--- src/rtl/iqcap_pkg.sv ---
package iqcap_pkg;

  typedef enum logic [1:0] {
    MODE_PLAIN = 2'd0,
    MODE_IQ    = 2'd1,
    MODE_QI    = 2'd2,
    MODE_REAL  = 2'd3
  } capMode_e;

  typedef struct packed {
    logic     emit;
    logic     useFall;
    capMode_e mode;
  } ctrlStrobe_t;

endpackage

--- src/rtl/iqcap_lane.sv ---
module iqcap_lane #(
  parameter int LINES = 16,
  parameter int SIZEW = 5
) (
  input  logic [LINES-1:0] lines,
  input  logic [SIZEW-1:0] width,
  input  logic             alignMsb,
  input  logic             line0Msb,
  output logic [LINES-1:0] word
);
  logic [LINES-1:0] reversed;
  logic [LINES-1:0] bus;
  logic [LINES-1:0] mask;
  logic [SIZEW-1:0] shamt;

  for (genvar b = 0; b < LINES; b++) begin : g_rev
    assign reversed[b] = lines[LINES-1-b];
  end

  always_comb begin
    bus   = line0Msb ? reversed : lines;
    shamt = SIZEW'(LINES) - width;
    mask  = {LINES{1'b1}} >> shamt;
    word  = (alignMsb ? (bus >> shamt) : bus) & mask;
  end
endmodule

--- src/rtl/iqcap_ctrl.sv ---
module iqcap_ctrl
  import iqcap_pkg::*;
(
  input  logic        clk,
  input  logic        rstN,
  input  logic [1:0]  cfgMode,
  input  logic        cfgClkInv,
  output ctrlStrobe_t strobe
);
  logic [2:0] cfgPrev;
  logic [1:0] warm;
  logic       changed;

  always_ff @(posedge clk) cfgPrev <= {cfgClkInv, cfgMode};

  assign changed = ({cfgClkInv, cfgMode} != cfgPrev);

  always_ff @(posedge clk or negedge rstN) begin
    if (!rstN)              warm <= 2'd0;
    else if (changed)       warm <= 2'd0;
    else if (warm != 2'd2)  warm <= warm + 2'd1;
  end

  always_comb begin
    strobe.emit    = (warm == 2'd2) && !changed;
    strobe.useFall = cfgClkInv;
    strobe.mode    = capMode_e'(cfgMode);
  end
endmodule

--- src/rtl/iqcap_datapath.sv ---
module iqcap_datapath
  import iqcap_pkg::*;
#(
  parameter int LINES = 16,
  parameter int SIZEW = 5,
  parameter int MINW  = 4
) (
  input  logic             clk,
  input  logic             rstN,
  input  ctrlStrobe_t      strobe,
  input  logic [SIZEW-1:0] wordSize,
  input  logic             alignMsb,
  input  logic             line0Msb,
  input  logic [LINES-1:0] iLines,
  input  logic [LINES-1:0] qLines,
  output logic             outValid,
  output logic [LINES-1:0] outI,
  output logic [LINES-1:0] outQ,
  output logic             outDual
);
  localparam int NLANE = 3;
  localparam logic [SIZEW-1:0] LO_W = SIZEW'(MINW);
  localparam logic [SIZEW-1:0] HI_W = SIZEW'(LINES);

  logic [LINES-1:0] riseI, riseQ, fallI, fallQ, fallISync, fallQSync;
  logic [LINES-1:0] laneIn  [NLANE];
  logic [LINES-1:0] laneOut [NLANE];
  logic [SIZEW-1:0] effW;
  logic [LINES-1:0] nextI, nextQ;

  always_ff @(posedge clk or negedge rstN) begin
    if (!rstN) begin
      riseI <= '0; riseQ <= '0; fallISync <= '0; fallQSync <= '0;
    end else begin
      riseI <= iLines; riseQ <= qLines;
      fallISync <= fallI; fallQSync <= fallQ;
    end
  end

  always_ff @(negedge clk or negedge rstN) begin
    if (!rstN) begin
      fallI <= '0; fallQ <= '0;
    end else begin
      fallI <= iLines; fallQ <= qLines;
    end
  end

  always_comb begin
    if (wordSize < LO_W)      effW = LO_W;
    else if (wordSize > HI_W) effW = HI_W;
    else                      effW = wordSize;
    // lane 0: start-edge I lines, lane 1: start-edge Q lines, lane 2: I lines on the following edge
    if (strobe.useFall) begin
      laneIn[0] = fallISync; laneIn[1] = fallQSync; laneIn[2] = riseI;
    end else begin
      laneIn[0] = riseI;     laneIn[1] = riseQ;     laneIn[2] = fallI;
    end
  end

  for (genvar g = 0; g < NLANE; g++) begin : g_lane
    iqcap_lane #(.LINES(LINES), .SIZEW(SIZEW)) u_lane (
      .lines(laneIn[g]), .width(effW), .alignMsb(alignMsb),
      .line0Msb(line0Msb), .word(laneOut[g])
    );
  end

  always_comb begin
    unique case (strobe.mode)
      MODE_PLAIN: begin nextI = laneOut[0]; nextQ = laneOut[1]; end
      MODE_QI:    begin nextI = laneOut[2]; nextQ = laneOut[0]; end
      default:    begin nextI = laneOut[0]; nextQ = laneOut[2]; end
    endcase
  end

  always_ff @(posedge clk or negedge rstN) begin
    if (!rstN) begin
      outValid <= 1'b0; outDual <= 1'b0; outI <= '0; outQ <= '0;
    end else begin
      outValid <= strobe.emit;
      outDual  <= strobe.emit && (strobe.mode == MODE_REAL);
      outI     <= nextI;
      outQ     <= nextQ;
    end
  end
endmodule

--- src/rtl/iqDdrCapture.sv ---
module iqDdrCapture
  import iqcap_pkg::*;
#(
  parameter int LINES = 16,
  parameter int MINW  = 4,
  localparam int SIZEW = $clog2(LINES) + 1
) (
  input  logic             clk,
  input  logic             rstN,
  input  logic [1:0]       cfgMode,
  input  logic             cfgClkInv,
  input  logic [SIZEW-1:0] cfgWordSize,
  input  logic             cfgAlignMsb,
  input  logic             cfgLine0Msb,
  input  logic [LINES-1:0] iLines,
  input  logic [LINES-1:0] qLines,
  output logic             outValid,
  output logic [LINES-1:0] outI,
  output logic [LINES-1:0] outQ,
  output logic             outDual
);
  ctrlStrobe_t strobe;

  iqcap_ctrl u_ctrl (
    .clk(clk), .rstN(rstN), .cfgMode(cfgMode), .cfgClkInv(cfgClkInv), .strobe(strobe)
  );

  iqcap_datapath #(.LINES(LINES), .SIZEW(SIZEW), .MINW(MINW)) u_dp (
    .clk(clk), .rstN(rstN), .strobe(strobe), .wordSize(cfgWordSize),
    .alignMsb(cfgAlignMsb), .line0Msb(cfgLine0Msb), .iLines(iLines), .qLines(qLines),
    .outValid(outValid), .outI(outI), .outQ(outQ), .outDual(outDual)
  );
endmodule

--- config.mk ---
export PLATFORM = sky130hd
export DESIGN_NAME = iqDdrCapture
export DESIGN_NICKNAME = d
export VERILOG_FILES = /design/src/rtl/iqcap_pkg.sv /design/src/rtl/iqcap_lane.sv /design/src/rtl/iqcap_ctrl.sv /design/src/rtl/iqcap_datapath.sv /design/src/rtl/iqDdrCapture.sv
export SDC_FILE = /design/constraint.sdc
export NUM_CORES = 1
export LEC_CHECK = 0
export BUFFER_PORTS_ARGS = -buffer_cell sky130_fd_sc_hd__buf_4
export CAP_MARGIN = 10
export CORE_MARGIN = 2
export CORE_UTILIZATION = 35
export CTS_CLUSTER_SIZE = 12
export DETAILED_ROUTE_END_ITERATION = 7
export PLACE_DENSITY = 0.57
export SLEW_MARGIN = 5
export SYNTH_ARGS = -nofsm -noshare
export SYNTH_HDL_FRONTEND = slang
export SYNTH_SLANG_ARGS = --single-unit
--- constraint.sdc ---
create_clock -name clk -period 2.6 [get_ports clk]
set_input_delay 0.52 -clock clk [delete_from_list [all_inputs] [get_ports clk]]
set_output_delay 0.52 -clock clk [all_outputs]
set_load 0.005 [all_outputs]
After elaboration in Yosys (flattened, before gate mapping) --
Cells that the tools add are included. Widths: inputs -> output; s select.
Operators by class: $add $sub $neg 2, multipliers 0, div/mod/pow operators 0, $lt $le $gt $ge 2, equality and inequality tests 5, shifts and indexed selects 4, multiplexer cells 13, bitwise operators 3, reductions and logical operators 5
Operator list (count):
- $mux 16 | 7
- $and 16x16->16 | 3
- $mux 48 | 1
- $shr 16x5->16 | 3
- $pmux 16 s2 | 1
- $shr 16x5->16 const A | 1
- $mux 5 | 2
- $eq 2x2->1 const B | 3
- $gt 5x5->1 const B | 1
- $lt 5x3->1 const B | 1
- $sub 5x5->5 const A | 1
- $mux 2 | 2
- $ne 3x3->1 | 1
- $add 2x1->2 const B | 1
- $logic_and 1x1->1 | 2
- $logic_not 2->1 | 1
- $ne 2x2->1 const B | 1
- $reduce_bool 2->1 | 1
- $logic_not 1->1 | 1
Word-level totals: bits in registers 135, latch bits 0, RAM bits 0, bits in read-only memories 0, input bits 44, output and inout bits 34, word-level logic and storage cells 46, memories kept 0

Logic depth before layout (Yosys ltp) --
depth after elaboration 8, mapped depth 17, mapped depth without buffers 13

By module --
Synthesis repeated with hierarchy kept, for this count alone.
Second synthesis, totals: cell total of the unflattened synthesis 805, area, all modules 8886.0 µm²
Modules (own cells, without submodules):
- iqcap_datapath | instances 1, cells an instance 265, area each 4454.3 µm², sequential area each 3253.1 µm²
- iqcap_lane | instances 3, cells an instance 173, area each 1406.3 µm², sequential area each 0.0 µm²
- iqcap_ctrl | instances 1, cells an instance 21, area each 212.7 µm², sequential area each 110.1 µm²

==> impl_metrics.yaml <==
synth:
  synth_top_area_cell: "dfrtp_1"
  syn_nets: 726
  syn_avg_cell_area_um2: 11.7
  async_flop_share_pct: 97.8
  synth_area_um2: 7940
  ys_seq_area_share_pct: 42.4
  ys_ff_latch: 135
  syn_inst: 677
  synth.top_cell.area_share_pct: 31.5
  synth_edf_count: 0
  synth_area_leaders: "dfrtp_1, mux4_2, dfrtn_1, mux2i_1, nand2_1"
  synth_flop_cell: "dfrtp_1"
  yosysUniqueCellTypes: 64
  ys_warn_count: 0
clocking:
  cts_buffers: 17
  clk_pin_slew_worst_paths_ps: 70
  clock-root-buffer: "clkbuf_16"
  cts_max_path_buffers: 2
  tritoncts: "done"
  cts_max_level: 4
  clock-sinks: 135
  clk_latency_ps: 430
outcome:
  violations: "negative setup slack"
  status: "finished, violations left"
placement:
  post-dp-hpwl_um: 21400
  numPortBuffers: 77
  dp.cells: 1189
  place_area_um2: 10400
  globalplace.congestion: 1.02
global_routing:
  grt-ovfl-total: 0
  grt_pass1_wl_um: 43000
  grt_usage_pct: 23.8
  antenna_found_initial: 0
  grt_pass1_vias: 7113
  grt_max_degree: 64
route:
  wl_met2_um: 12800
  vias: 7230
  top_layer_used: "met4"
  wl_per_cell_um: 22.8
  drt_wl_total_um: 28200
  drc: 0
  routed_via_density: 5.86
  ant_nets: 0
  drt_first_pass_iters: 5
  initialDrtViolationCount: 968
  wirelength_met1_um: 12100
  wl_met3_um: 2410
min_path:
  min_path_cells: 1
  worstHoldPathType: "in -> reg"
  hold_path_startpoint: "qLines[11]"
  min_to: "u_dp.riseQ[11]"
critical_path:
  crit_top_cell: "nand4_1"
  ff2ff_setup_slack_ps: -1010
  worst_path_max_delay_cell: "mux4_2"
  path_cells: "mux4_2 -> nand4_1 -> nand4_1 -> a22o_1 -> o32a_1 -> a32oi_1 -> o31ai_1"
  critPathLaunchType: "flop"
  r2r-start: "u_dp.fallI[6]"
  worstSetupStartpoint: "u_dp.fallI[6]"
  worst-path-max-fanout: 5
  max_stage_delay_ps: 530
  worstPathRequired_ps: 2910
  crit_arrival_ps: 3920
  crit_path_end_kind: "flop"
  worstSetupPathType: "reg -> reg"
  r2r_cells: 7
  r2r-end: "u_dp.outQ[1]"
power:
  clockPowerShare_pct: 35.8
  ir_drop_uv: 425
  power_frac_comb_pct: 32.1
  power_density_nw_per_um2: 638
  seq_power_share_pct: 32.1
  p_sw_uw: 2310
  switching_share_pct: 31.7
  p_leak_uw: 0.00500
  total_power_uw: 7290
  p_int_uw: 4980
floorplanning:
  fp.dieW_um: 155
  fp.dieH_um: 155
  core_um2: 22400
  start_util_pct: 35.4
  num_io_pins: 78
  placementRows: 55
  dieArea_um2: 23900
sta:
  skew_ps: 34.9
  setup_viol: 31
  fin_setup_tns_ps: -24110
  slew_headroom_pct: 64.7
  tightest_slew_ps: 517
  hold_viol_final: 0
  rsz0062_at_grt: "true"
  finalMaxSlewViolations: 0
  setup_slack_ps: -1010
finish:
  seqCellArea_um2: 3360
  drive_gt1_share_pct: 48.7
  stdcell_count: 1234
  fin_nets: 985
  design_area_um2: 11400
  nFillCells: 2006
  n_antenna_cell: 0
  area_growth_pct: 44.0
  multi_input_area_um2: 4540
job:
  cap_violations: 0
==> cells by family after synthesis <==
group	synth area share (%)
AO/OA/AOI/OAI	15.3
AND/OR/NAND/NOR	9.62
flip-flops	42.4
multiplexers	27.0
buffers and inverters	4.56
adder cells (fa/ha/maj)	0.788
XOR/XNOR	0.441
==> worst max-delay path, delay by kind of cell, from the launching register on <==
family / cells / cell delay, ps
flip-flops: 1 / 360
multiplexers: 1 / 530
AND/OR/NAND/NOR: 2 / 400
AO/OA/AOI/OAI: 4 / 920
==> per-layer routing <==
metal	vias up	track usage, %
li1	3182	-
met1	3596	33.2
met2	389	36.5
met3	63	5.88
met4	0	8.25
met5	-	0
==> state kept, by name (all words and copies together) (netlist names) <==
register,cells
u_ctrl.cfgPrev,3
u_ctrl.warm,2
u_dp.fallI,16
u_dp.fallISync,16
u_dp.fallQ,16
u_dp.fallQSync,16
u_dp.outDual,1
u_dp.outI,16
u_dp.outQ,16
u_dp.outValid,1
u_dp.riseI,16
u_dp.riseQ,16
==> power by group through the flow <==
stage	Combinational, uW	Clock [uW]	Sequential [uW]
6_report	2340	2610	2340
5_1_grt	2460	2750	2360
4_1_cts	2200	2650	2340
3_5_place_dp	2130	0	2380
2_1_floorplan	1060	0	2360
3_3_place_gp	2120	0	2370
==> synthesized netlist by cell type (all sizes together) (7+ instances only) <==
| cell type | number |
|---|---|
| a211oi | 12 |
| a21oi | 28 |
| a22oi | 9 |
| a31oi | 7 |
| and2 | 8 |
| buf | 19 |
| clkbuf | 37 |
| dfrtn | 32 |
| dfrtp | 100 |
| inv | 17 |
| mux2 | 13 |
| mux2i | 30 |
| mux4 | 74 |
| nand2 | 52 |
| nand3 | 20 |
| nand4 | 16 |
| nor2 | 48 |
| nor3 | 7 |
| o211ai | 18 |
| o21ai | 40 |
| o22ai | 8 |
==> through the flow <==
step / setup slack, ps / util [%] / hold WS (ps)
2_1_floorplan: -853 / - / 224
3_5_place_dp: -1000 / 46.4 / 376
3_3_place_gp: -969 / 46.4 / 376
4_1_cts: -972 / 50.0 / 188
5_1_grt: -1080 / 50.9 / 184
6_report: -1010 / 50.9 / 203
==> repair_timing <==
item	CTS	global route
setup endpoints to repair	31	31
gates resized for setup	25	37
pin swaps	19	14
hold buffers	1	0
setup buffers	8	8
hold endpoints to repair	8	0
==> worst max path at each step <==
| stage | end | slack, ps | cells after the start |
|---|---|---|---|
| finish | u_dp.outQ[1] | -1010 | 7 |
| detailed placement | u_dp.outQ[2] | -1000 | 6 |
| global route | u_dp.outQ[5] | -1080 | 6 |
| CTS | u_dp.outQ[2] | -970 | 6 |
| global placement | u_dp.outQ[5] | -970 | 6 |
| floorplan | u_dp.outQ[2] | -850 | 6 |
==> cells in the final DEF, fill, tap and decap left out, types with 17 or more instances in the layout <==
cell / netlist / routed
buf_4: 8 / 268
clkbuf_16: 0 / 17
o21ai_0: 28 / 23
mux2i_1: 30 / 27
dfrtn_1: 32 / 32
mux4_2: 67 / 69
dfrtp_1: 100 / 100
o211ai_1: 18 / 18
nand2_1: 52 / 47
a21oi_1: 28 / 24
nor2_1: 47 / 45
==> final cells by class <==
| type | count | area share, % |
|---|---|---|
| clock inverters | 15 | 1.81 |
| multi-input cells | 469 | 39.8 |
| well taps | 285 | 3.12 |
| flip-flops and latches | 135 | 29.4 |
| inverters | 17 | 0.580 |
| repair buffers | 296 | 21.6 |
| clock buffers | 17 | 3.72 |
Power figures use the tool's default switching activity.
